$ cat config.mk
export PLATFORM = sky130hd
export DESIGN_NAME = refresh_scheduler
export DESIGN_NICKNAME = d
export VERILOG_FILES = /design/src/rtl/rfs_pkg.sv /design/src/rtl/rfs_interval_timer.sv /design/src/rtl/rfs_owed_counter.sv /design/src/rtl/rfs_issue_fsm.sv /design/src/rtl/refresh_scheduler.sv
export SDC_FILE = /design/constraint.sdc
export NUM_CORES = 1
export LEC_CHECK = 0
export BUFFER_PORTS_ARGS = -buffer_cell sky130_fd_sc_hd__buf_2
export CORE_MARGIN = 1.5
export CORE_UTILIZATION = 57
export DETAILED_ROUTE_END_ITERATION = 7
export PLACE_DENSITY = 0.78
export SYNTH_ARGS = -nofsm -noshare
export SYNTH_HDL_FRONTEND = slang
export SYNTH_SLANG_ARGS = --single-unit
$ cat constraint.sdc
create_clock -name clk_i -period 3.1 [get_ports clk_i]
set_input_delay 0.775 -clock clk_i [delete_from_list [all_inputs] [get_ports clk_i]]
set_output_delay 0.775 -clock clk_i [all_outputs]
set_load 0.01 [all_outputs]
$ cat src/rtl/rfs_pkg.sv
package rfs_pkg;
  typedef enum logic [1:0] {
    ISS_IDLE  = 2'd0,
    ISS_HOLD  = 2'd1,
    ISS_DRAIN = 2'd2
  } iss_state_t;
endpackage

$ cat src/rtl/rfs_interval_timer.sv
module rfs_interval_timer #(
  parameter int INTERVAL = 1030
) (
  input  logic clk_i,
  input  logic rst_ni,
  output logic tick_o
);
  localparam int CW = (INTERVAL > 1) ? $clog2(INTERVAL) : 1;
  localparam logic [CW-1:0] LAST = CW'(INTERVAL - 1);

  logic [CW-1:0] cnt_q;

  assign tick_o = (cnt_q == LAST);

  always_ff @(posedge clk_i or negedge rst_ni) begin
    if (!rst_ni)     cnt_q <= '0;
    else if (tick_o) cnt_q <= '0;
    else             cnt_q <= cnt_q + 1'b1;
  end
endmodule

$ cat src/rtl/rfs_owed_counter.sv
module rfs_owed_counter #(
  parameter int OWED_MAX = 8
) (
  input  logic clk_i,
  input  logic rst_ni,
  input  logic due_i,
  input  logic take_i,
  output logic pending_o,
  output logic err_o
);
  localparam int OW = $clog2(OWED_MAX + 1);
  localparam logic [OW-1:0] FULL = OW'(OWED_MAX);

  logic [OW-1:0] owed_q;

  assign pending_o = (owed_q != '0);

  always_ff @(posedge clk_i or negedge rst_ni) begin
    if (!rst_ni) begin
      owed_q <= '0;
      err_o  <= 1'b0;
    end else begin
      unique case ({due_i, take_i})
        2'b10: begin
          if (owed_q == FULL) err_o  <= 1'b1;
          else                owed_q <= owed_q + 1'b1;
        end
        2'b01:   owed_q <= owed_q - 1'b1;
        default: owed_q <= owed_q;
      endcase
    end
  end
endmodule

$ cat src/rtl/rfs_issue_fsm.sv
module rfs_issue_fsm
  import rfs_pkg::*;
(
  input  logic clk_i,
  input  logic rst_ni,
  input  logic pending_i,
  input  logic inhibit_i,
  input  logic busy_i,
  input  logic ack_i,
  output logic req_o,
  output logic take_o
);
  iss_state_t state_q, state_d;

  assign req_o  = (state_q == ISS_IDLE) && pending_i && !inhibit_i && !busy_i;
  assign take_o = req_o && ack_i;

  always_comb begin
    state_d = state_q;
    unique case (state_q)
      ISS_IDLE:  if (take_o) state_d = ISS_HOLD;
      ISS_HOLD:  state_d = ISS_DRAIN;
      ISS_DRAIN: if (!busy_i) state_d = ISS_IDLE;
      default:   state_d = ISS_IDLE;
    endcase
  end

  always_ff @(posedge clk_i or negedge rst_ni) begin
    if (!rst_ni) state_q <= ISS_IDLE;
    else         state_q <= state_d;
  end
endmodule

$ cat src/rtl/refresh_scheduler.sv
module refresh_scheduler #(
  parameter int INTERVAL = 1030,
  parameter int OWED_MAX = 8
) (
  input  logic clk_i,
  input  logic rst_ni,
  input  logic inhibit_i,
  input  logic ctrl_busy_i,
  input  logic ref_ack_i,
  output logic ref_req_o,
  output logic ovf_err_o
);
  logic due, take, pending;

  rfs_interval_timer #(.INTERVAL(INTERVAL)) u_timer (
    .clk_i  (clk_i),
    .rst_ni (rst_ni),
    .tick_o (due)
  );

  rfs_owed_counter #(.OWED_MAX(OWED_MAX)) u_owed (
    .clk_i     (clk_i),
    .rst_ni    (rst_ni),
    .due_i     (due),
    .take_i    (take),
    .pending_o (pending),
    .err_o     (ovf_err_o)
  );

  rfs_issue_fsm u_issue (
    .clk_i     (clk_i),
    .rst_ni    (rst_ni),
    .pending_i (pending),
    .inhibit_i (inhibit_i),
    .busy_i    (ctrl_busy_i),
    .ack_i     (ref_ack_i),
    .req_o     (ref_req_o),
    .take_o    (take)
  );
endmodule

# After elaboration in Yosys (flattened, before gate mapping)
# Index checks and enable logic that the tools add are counted.
# word_totals
elab_cells,34
inputBits,5
regBits,18
# op_classes
n_reduce_logical,12
n_eq_ne,9
mux,6
n_addsub,3
# op_table
operator,count
"11-bit by 1-bit adder with 11-bit output, second input constant",1
"11-bit equality test, second input constant",1
11-bit 2-to-1 mux,1
4-bit case mux with 2 select lines,1
"2-bit != test, second input constant",3
2-bit case mux with 3 select lines,1
2-bit AND reduction,3
"4-bit by 1-bit adder with 4-bit output, second input constant",1
"2-bit by 1-bit equality test with 1-bit output, second input constant",2
"2-bit equality test, second input constant",2
"4-bit equality test, second input constant",1
1-bit logical AND,4
2-bit 2-to-1 mux,2
4-bit 2-to-1 mux,1
4-bit nonzero test,1
"4-bit by 1-bit subtractor with 4-bit output, second input constant",1
1-bit zero test,2
2-bit zero test,1
2-bit nonzero test,1

# Logic depth before layout (Yosys ltp)
# Gate-level depths: netlist of run 1.
# depth
ltp_word,8
ltp_mapped,10
ltp_nobuf,10

# Modules after synthesis
# From an unflattened synthesis of run 1, not the netlist that was laid out.
# unflattened
hier_cells,85
hier_area_um2,922.1
# by_module_without_submodules
mod,cells_each,n_inst,area_each_um2
rfs_interval_timer,48,1,523.0
rfs_owed_counter,28,1,304.0
rfs_issue_fsm,9,1,95.1

# Worst setup path before layout of run 1
# Ideal clock, no wire load.
# synth_timing
path_type,input port to flip-flop
from,in inhibit_i
to,reg u_owed.owed_q[3]
cell_stages,9
arrival_time_ns,2.689
setup_slack_ns,0.280
setup_time_ns,0.131
n_path_buf,0
required_ns,2.969
path_cell_list,nor4_4 -> nand2_2 -> nor3_2 -> ha_1 -> a21o_1 -> a21oi_2 -> or3b_1 -> nand3_1 -> o221ai_2
# synth_via
elab_chain_len,7
# synth_rtl
element,line,text
start: declaration,refresh_scheduler.sv:7,"input logic inhibit_i,"
1-bit zero test *,rfs_issue_fsm.sv:15,assign req_o = (state_q == ISS_IDLE) && pending_i && !inhibit_i && !busy_i;
1-bit logical AND * (2 in a row),rfs_issue_fsm.sv:15,
1-bit logical AND *,rfs_issue_fsm.sv:16,assign take_o = req_o && ack_i;
2-bit equality test / 2-bit by 1-bit equality test with 1-bit output (equally long branches),rfs_owed_counter.sv:23,"unique case ({due_i, take_i})"
2-bit != test (no source line) / 2-bit nonzero test (equally long branches),n/a,
2-bit AND reduction (no source line),n/a,
end signal: assignment,rfs_owed_counter.sv:26,else owed_q <= owed_q + 1'b1;
end signal: assignment,rfs_owed_counter.sv:28,2'b01: owed_q <= owed_q - 1'b1;
end signal: assignment,rfs_owed_counter.sv:29,default: owed_q <= owed_q;
end: declaration,rfs_owed_counter.sv:14,logic [OW-1:0] owed_q;
# Mark *: on every way between the ends. The rest lies on a longest branch, timed or not.
# A chain may end at the register's enable or synchronous reset.

# Worst setup path in the final report of run 1
# layout_timing
from,reg u_timer.cnt_q[6]
to,reg u_owed.owed_q[3]
# layout_via
elab_chain_len,4
# layout_rtl
element,line,text
start: declaration,rfs_interval_timer.sv:11,logic [CW-1:0] cnt_q;
start signal: assignment,rfs_interval_timer.sv:18,else cnt_q <= cnt_q + 1'b1;
11-bit equality test *,rfs_interval_timer.sv:13,assign tick_o = (cnt_q == LAST);
2-bit equality test / 2-bit by 1-bit equality test with 1-bit output (equally long branches),rfs_owed_counter.sv:23,
2-bit != test (no source line) / 2-bit nonzero test (equally long branches),n/a,
2-bit AND reduction (no source line),n/a,
# Marks and branches as above.

==> results.txt, run 1 <==
Hpwl dp - 1160 microns
# IOs - 7
Largest family of logic cells by synthesized area - simple AND/OR/NAND/NOR gates
Final Wtd Congestion - 0.778
Worst min path class - in2async
Die ar. - 2020 sq um
Cell variety after synth - 32
Starting density of the core - 63.6%
Synth warnings - 0
WL met3 - 50 microns
Post-synthesis mux area share - 0.999%
Total net switching power - 204 uW
Largest area contributor in the netlist - dfrtp_1
Grt ovf - 0
Worst setup EP type - flop
Worst path required time - 3.27 ns
Dominant synthesized flop cell - dfrtp_1
PnR worst setup slack - 0.428 ns
VDD IR-drop max - 308 uV
Met1 Routed Length - 776 microns
Dpl cells - 109
CTS Sinks - 18
Post-CTS setup buffer count - 0
CTS clk-pin slew, worst paths - 0.10 ns
Total track usage - 19.6%
Final critical-path required period - 2.67 ns
Die Ht - 44.9 microns
CTS Buf Count - 3
Cell family with most CP delay - simple AND/OR/NAND/NOR gates
Fin crit share - 86.2%
Share of layout cells above drive strength 1 - 27.8%
Wirelength per Cell - 13.5 microns
Worst-path maximum fanout - 13
Core ar. - 1580 sq um
Clock Skew - 0.00414 ns
Mapped Area - 1000 sq um
Met2 wire length - 683 microns
RSZ-0062 raised after global routing - no
Area Growth Syn to Fin - 7.37%
CTS tree - done
DR pass1 iterations - 2
Setup crit start kind - flop
Final ANT Viol Nets - 0
Vias - 642
DRT Wirelength - 1520 microns
Asr flop ratio synth - 100%
WP buf/inv - 1
Worst path slowest cell - dfrtp_1
Area share of fa/ha/maj cells after synthesis - 6.99%
Fraction of the mapped netlist area in compound gates - 8.86%
Yosys reg bits - 18
Post-synthesis xor/xnor area fraction - 10.4%
Top cells by count, synth - dfrtp_1 (18), nand3_1 (8), nor2_1 (8), nand2_1 (7)
ANT cells - 0
Setup TNS - 0 ns
Clk_lat worst skew - 0.29 ns
Port buffer count - 6
Post-synth EDFFs - 0
Post-Synthesis Cells - 87
CTS Root Cell - clkbuf_4
Max Cap Viol - 0
DR iter-0 viols - 5
Dpl ws - 0.149 ns
Slew margin rel. - 68.7%
DIE WIDTH - 44.9 microns
Pwr Density - 566 nW/um^2
Final setup violation count - 0
P_int - 405 uW
CP Class - reg2reg
Leak - 0.000487 uW
Rows - 14
Crit path largest cell delay - 0.45 ns
Worst EP arrival - 2.85 ns
Resized cells post-CTS - 0
Sequential Power Share - 49.8%
Slew @ Worst Pin - 0.465 ns
Sequential area share after synthesis - 44.9%
Top-count cell post-synth - dfrtp_1
Initial antenna violation count - 0
Hold_buf cts - 0
Fmax - 0.374 GHz
Drt drc - 0
Post-synth top area share - 44.9%
Clock buffer depth - 2
Clock network power share - 23.3%
Vias in the first global route - 692
CTS H-Tree Depth - 1
Synth area leaders - dfrtp_1 (45%), ha_1 (5.0%), xnor2_1 (4.4%)
Outcome - complete, no violations
Pin count of the biggest net entering global routing - 19
Mean Syn Cell Area - 11.5 sq um
Highest routed layer - met4
Crit-path cells - nor4b_2 -> and4b_4 -> nor3_2 -> buf_4 -> ha_1 -> a21oi_2 -> or3b_1 -> nand3_1 -> o221ai_2
Simple-gate share of the synthesized area - 24.3%
Switching Fraction - 33.5%
Count of pins over their slew limit - 0
Nets - 108
Final hold violation count - 0
Combinational Power Share - 26.9%
DR vias/cell - 5.68
Pwr Total - 609 uW
Syn Nets - 97
Finished Layout Cells - 113
First-pass GRT wire length - 2880 microns
[per-layer routing]
layer / GRT usage, % / vias to the layer above
met5: 0 / -
met4: 7.06 / 0
met3: 6.00 / 2
met2: 31.4 / 8
met1: 25.1 / 311
li1: - / 321
[power by group through the flow]
stage          registers [uW]  clock network [uW]  logic, uW
6_report                  303                 142        164
5_1_grt                   307                 156        189
4_1_cts                   303                 148        166
3_5_place_dp              308                   0        167
3_3_place_gp              306                   0        158
2_1_floorplan             298                   0        131
[layout by cell type, fill, tap and decap left out]
cell	instances
nand3b_1	1
a41o_1	1
fa_1	1
nor4_2	1
a21o_1	1
nor3_1	2
nand3_1	8
nor3_2	1
clkbuf_8	1
o221ai_2	1
o21ai_2	3
buf_2	6
buf_4	1
inv_1	4
nor4_4	1
a21oi_1	1
nor4b_2	2
xnor2_1	5
and4b_4	1
clkbuf_4	3
o21ai_1	1
a21boi_2	1
xor2_2	1
nand2_1	7
nand2_2	1
or3b_1	1
nor2b_1	1
mux2i_1	1
ha_1	4
xor2_1	5
a21oi_2	1
nor2b_4	1
nor2_1	8
dfrtp_1	18
and3_2	1
[worst reg2reg max path: stages, from the launching register on]
cell      delay (ns)
dfrtp_1         0.45
nor4b_2         0.33
and4b_4         0.40
nor3_2          0.08
buf_4           0.17
ha_1            0.32
a21oi_2         0.25
or3b_1          0.37
nand3_1         0.10
o221ai_2        0.08
[area by class of cell]
type                    instances  area (sq um)
repair buffers                  7          37.5
clock buffers                   4          36.3
well taps                      16          20.0
fillers                       128           500
inverters                       4          15.0
flip-flops and latches         18           450
multi-input cells              64           517
[path summary, 6_finish.rpt]
check                                      start          endpoint  slack, ns  depth (start not counted)
min in group clk_i                  u_owed.err_o      u_owed.err_o       0.48                          1
max in group asynchronous                 rst_ni  u_owed.owed_q[1]       2.44                          1
worst max-delay path            u_timer.cnt_q[6]  u_owed.owed_q[3]       0.43                          9
worst max register to register  u_timer.cnt_q[6]  u_owed.owed_q[3]       0.43                          9
worst min-delay path                      rst_ni  u_timer.cnt_q[7]       0.39                          1
worst min register to register      u_owed.err_o      u_owed.err_o       0.48                          1
[metrics by stage]
stage / instance area (sq um) / hold WS, ns / util [%]
6_report: 1080 / 0.388 / 68.3
5_1_grt: 1080 / 0.404 / 68.3
4_1_cts: 1080 / 0.394 / 68.3
3_5_place_dp: 1040 / 0.458 / 66.0
3_3_place_gp: 1040 / 0.448 / 66.0
2_1_floorplan: 1000 / 0.453 / -
[sequential cells by signal, indices dropped and copies added, names as in the netlist]
register	cells
u_issue.state_q	2
u_owed.err_o	1
u_owed.owed_q	4
u_timer.cnt_q	11
[kinds of logic after synthesis]
| logic type | Yosys count |
|---|---|
| flip-flops | 18 |
| XOR/XNOR | 11 |
| multiplexers | 1 |
| AO/OA/AOI/OAI | 10 |
| buffers and inverters | 5 |
| adder cells (fa/ha/maj) | 5 |
| AND/OR/NAND/NOR | 37 |
Power figures use the tool's default switching activity.
==> inputs of run 2 (changes only) <==
- PLACE_DENSITY: 0.78 -> 0.88
==> run 2 against run 1 <==
Compared with the run above:
- non-clock buffer count grew 1
- global-route usage shrank 1.4 points
- sequential power is essentially flat
- combinational power is essentially flat
- total power grew 0.72%
- hold slack lost 0.0068 ns
- sequential cell count is the same
- register-to-register slack gained 0.14 ns
- critical path depth grew 2
- worst setup slack gained 0.14 ns
- largest cell class unchanged
==> results.txt, run 2 (synthesized netlist as in run 1, its figures left out) <==
DR pass1 iterations - 4
VDD IR-drop max - 392 uV
Max Cap Viol - 0
Worst-path maximum fanout - 7
Final critical-path required period - 2.53 ns
R2R Path Start - u_timer.cnt_q[6]
PnR worst setup slack - 0.570 ns
First-pass GRT wire length - 2620 microns
Crit-path cells - buf_2 -> nor4_4 -> nand2_2 -> nor3_2 -> ha_1 -> a21o_1 -> a21oi_2 -> buf_4 -> nand3b_1 -> a21boi_2 -> o221ai_2
Final ANT Viol Nets - 0
Largest regs - u_timer.cnt_q (11), u_owed.owed_q (4), u_issue.state_q (2)
Most common cell after layout, fill and taps aside - dfrtp_1
Clock network power share - 23.8%
Outcome - complete, no violations
DR iter-0 viols - 10
Resized cells post-CTS - 0
Total track usage - 18.2%
Crit path largest cell delay - 0.31 ns
# IOs - 7
Count of pins over their slew limit - 0
Initial antenna violation count - 0
Leak - 0.000491 uW
CTS Sinks - 18
Clk_lat worst skew - 0.29 ns
Final hold violation count - 0
Switching Fraction - 33.8%
Vias in the first global route - 595
CTS tree - done
Final design instance area without fill - 1080 sq um
Pwr Total - 614 uW
CTS Buf Count - 3
Pwr Density - 566 nW/um^2
Starting density of the core - 63.6%
Reg-to-reg endpoint - u_owed.owed_q[3]
Slew margin rel. - 68.4%
CTS H-Tree Depth - 1
DRT Wirelength - 1480 microns
RSZ-0062 raised after global routing - no
Clock Skew - 0.00278 ns
Area Growth Syn to Fin - 8.11%
Setup TNS - 0 ns
Dpl cell area - 1050 sq um
Worst path required time - 3.29 ns
Rows - 14
Largest register FFs - 11
Slew @ Worst Pin - 0.470 ns
Pin count of the biggest net entering global routing - 19
Worst path slowest cell - nor4_4
Core ar. - 1580 sq um
CTS Root Cell - clkbuf_4
Wirelength per Cell - 13.0 microns
Dpl ws - 0.244 ns
Grt ovf - 0
Most frequent cells in the layout - dfrtp_1 (18), nand3_1 (8), nor2_1 (8), nand2_1 (7), buf_2 (6)
Setup crit start kind - primary input
Die ar. - 2020 sq um
DIE WIDTH - 44.9 microns
Die Ht - 44.9 microns
Most flops, register - u_timer.cnt_q
Fmax - 0.395 GHz
Share of layout cells above drive strength 1 - 28.6%
DR vias/cell - 5.72
P_int - 406 uW
ANT cells - 0
CP Class - in2reg
R2R depth - 10
Port buffer count - 6
Combinational Power Share - 27.0%
Layout fillers - 116
Total net switching power - 208 uW
Nets - 109
Reg2Reg Setup Slack - 0.57 ns
CTS clk-pin slew, worst paths - 0.10 ns
Vias - 652
Worst setup EP type - flop
Clock buffer depth - 2
Drt drc - 0
Final Wtd Congestion - 0.845
Worst min path class - in2async
Worst EP arrival - 2.72 ns
Final setup violation count - 0
Post-CTS setup buffer count - 0
Fin crit share - 81.6%
Hpwl dp - 1100 microns
Sequential Power Share - 49.3%
Hold_buf cts - 0
run 2: cell count changes in the layout (fill, tap and decap cells not counted):
| cell | change |
|---|---|
| buf_4 | +1 |
run 2: how the worst max path moves through the flow:
stage	startpoint	endpoint	slack (ns)	cells after the start
after floorplan	inhibit_i	u_owed.owed_q[3]	0.28	9
after global placement	inhibit_i	u_owed.owed_q[3]	0.32	10
after detailed placement	inhibit_i	u_owed.owed_q[3]	0.24	11
after CTS	inhibit_i	u_owed.owed_q[3]	0.55	11
after global routing	u_timer.cnt_q[6]	u_owed.owed_q[3]	0.38	10
final	inhibit_i	u_owed.owed_q[3]	0.57	11
run 2: power groups by stage:
stage / Combinational (uW) / Clock [uW] / Sequential (uW)
final: 165 / 146 / 302
after global routing: 191 / 158 / 308
after CTS: 169 / 146 / 302
after detailed placement: 168 / 0 / 307
after global placement: 162 / 0 / 306
after floorplan: 131 / 0 / 298
run 2: critical path: cells and delay by family:
family | cells | cell delay [ns]
AND/OR/NAND/NOR | 4 | 0.81
AO/OA/AOI/OAI | 4 | 0.61
buffers and inverters | 2 | 0.26
adder cells (fa/ha/maj) | 1 | 0.26
run 2: cell type report:
class | instances | area, sq um | area share (%)
repair buffers | 8 | 45.0 | 4.16
well taps | 16 | 20.0 | 1.85
multi-input cells | 64 | 517 | 47.7
inverters | 4 | 15.0 | 1.39
clock buffers | 4 | 36.3 | 3.35
flip-flops and latches | 18 | 450 | 41.6
run 2: stage by stage:
stage / hold WS, ns / utilization (%) / instances
2_1_floorplan: 0.453 / - / 87
3_3_place_gp: 0.455 / 66.4 / 110
3_5_place_dp: 0.454 / 66.4 / 110
4_1_cts: 0.397 / 68.7 / 114
5_1_grt: 0.393 / 68.7 / 114
6_report: 0.381 / 68.7 / 114
run 2: per-layer routing:
layer	routed length [microns]	up-vias	GRT usage [%]	part of all wire, %
met1	717	321	25.9	48
met4	23	0	8.82	1.6
met5	0	-	0	0
met3	47	3	2.40	3.2
met2	695	9	27.4	47
li1	-	319	-	-
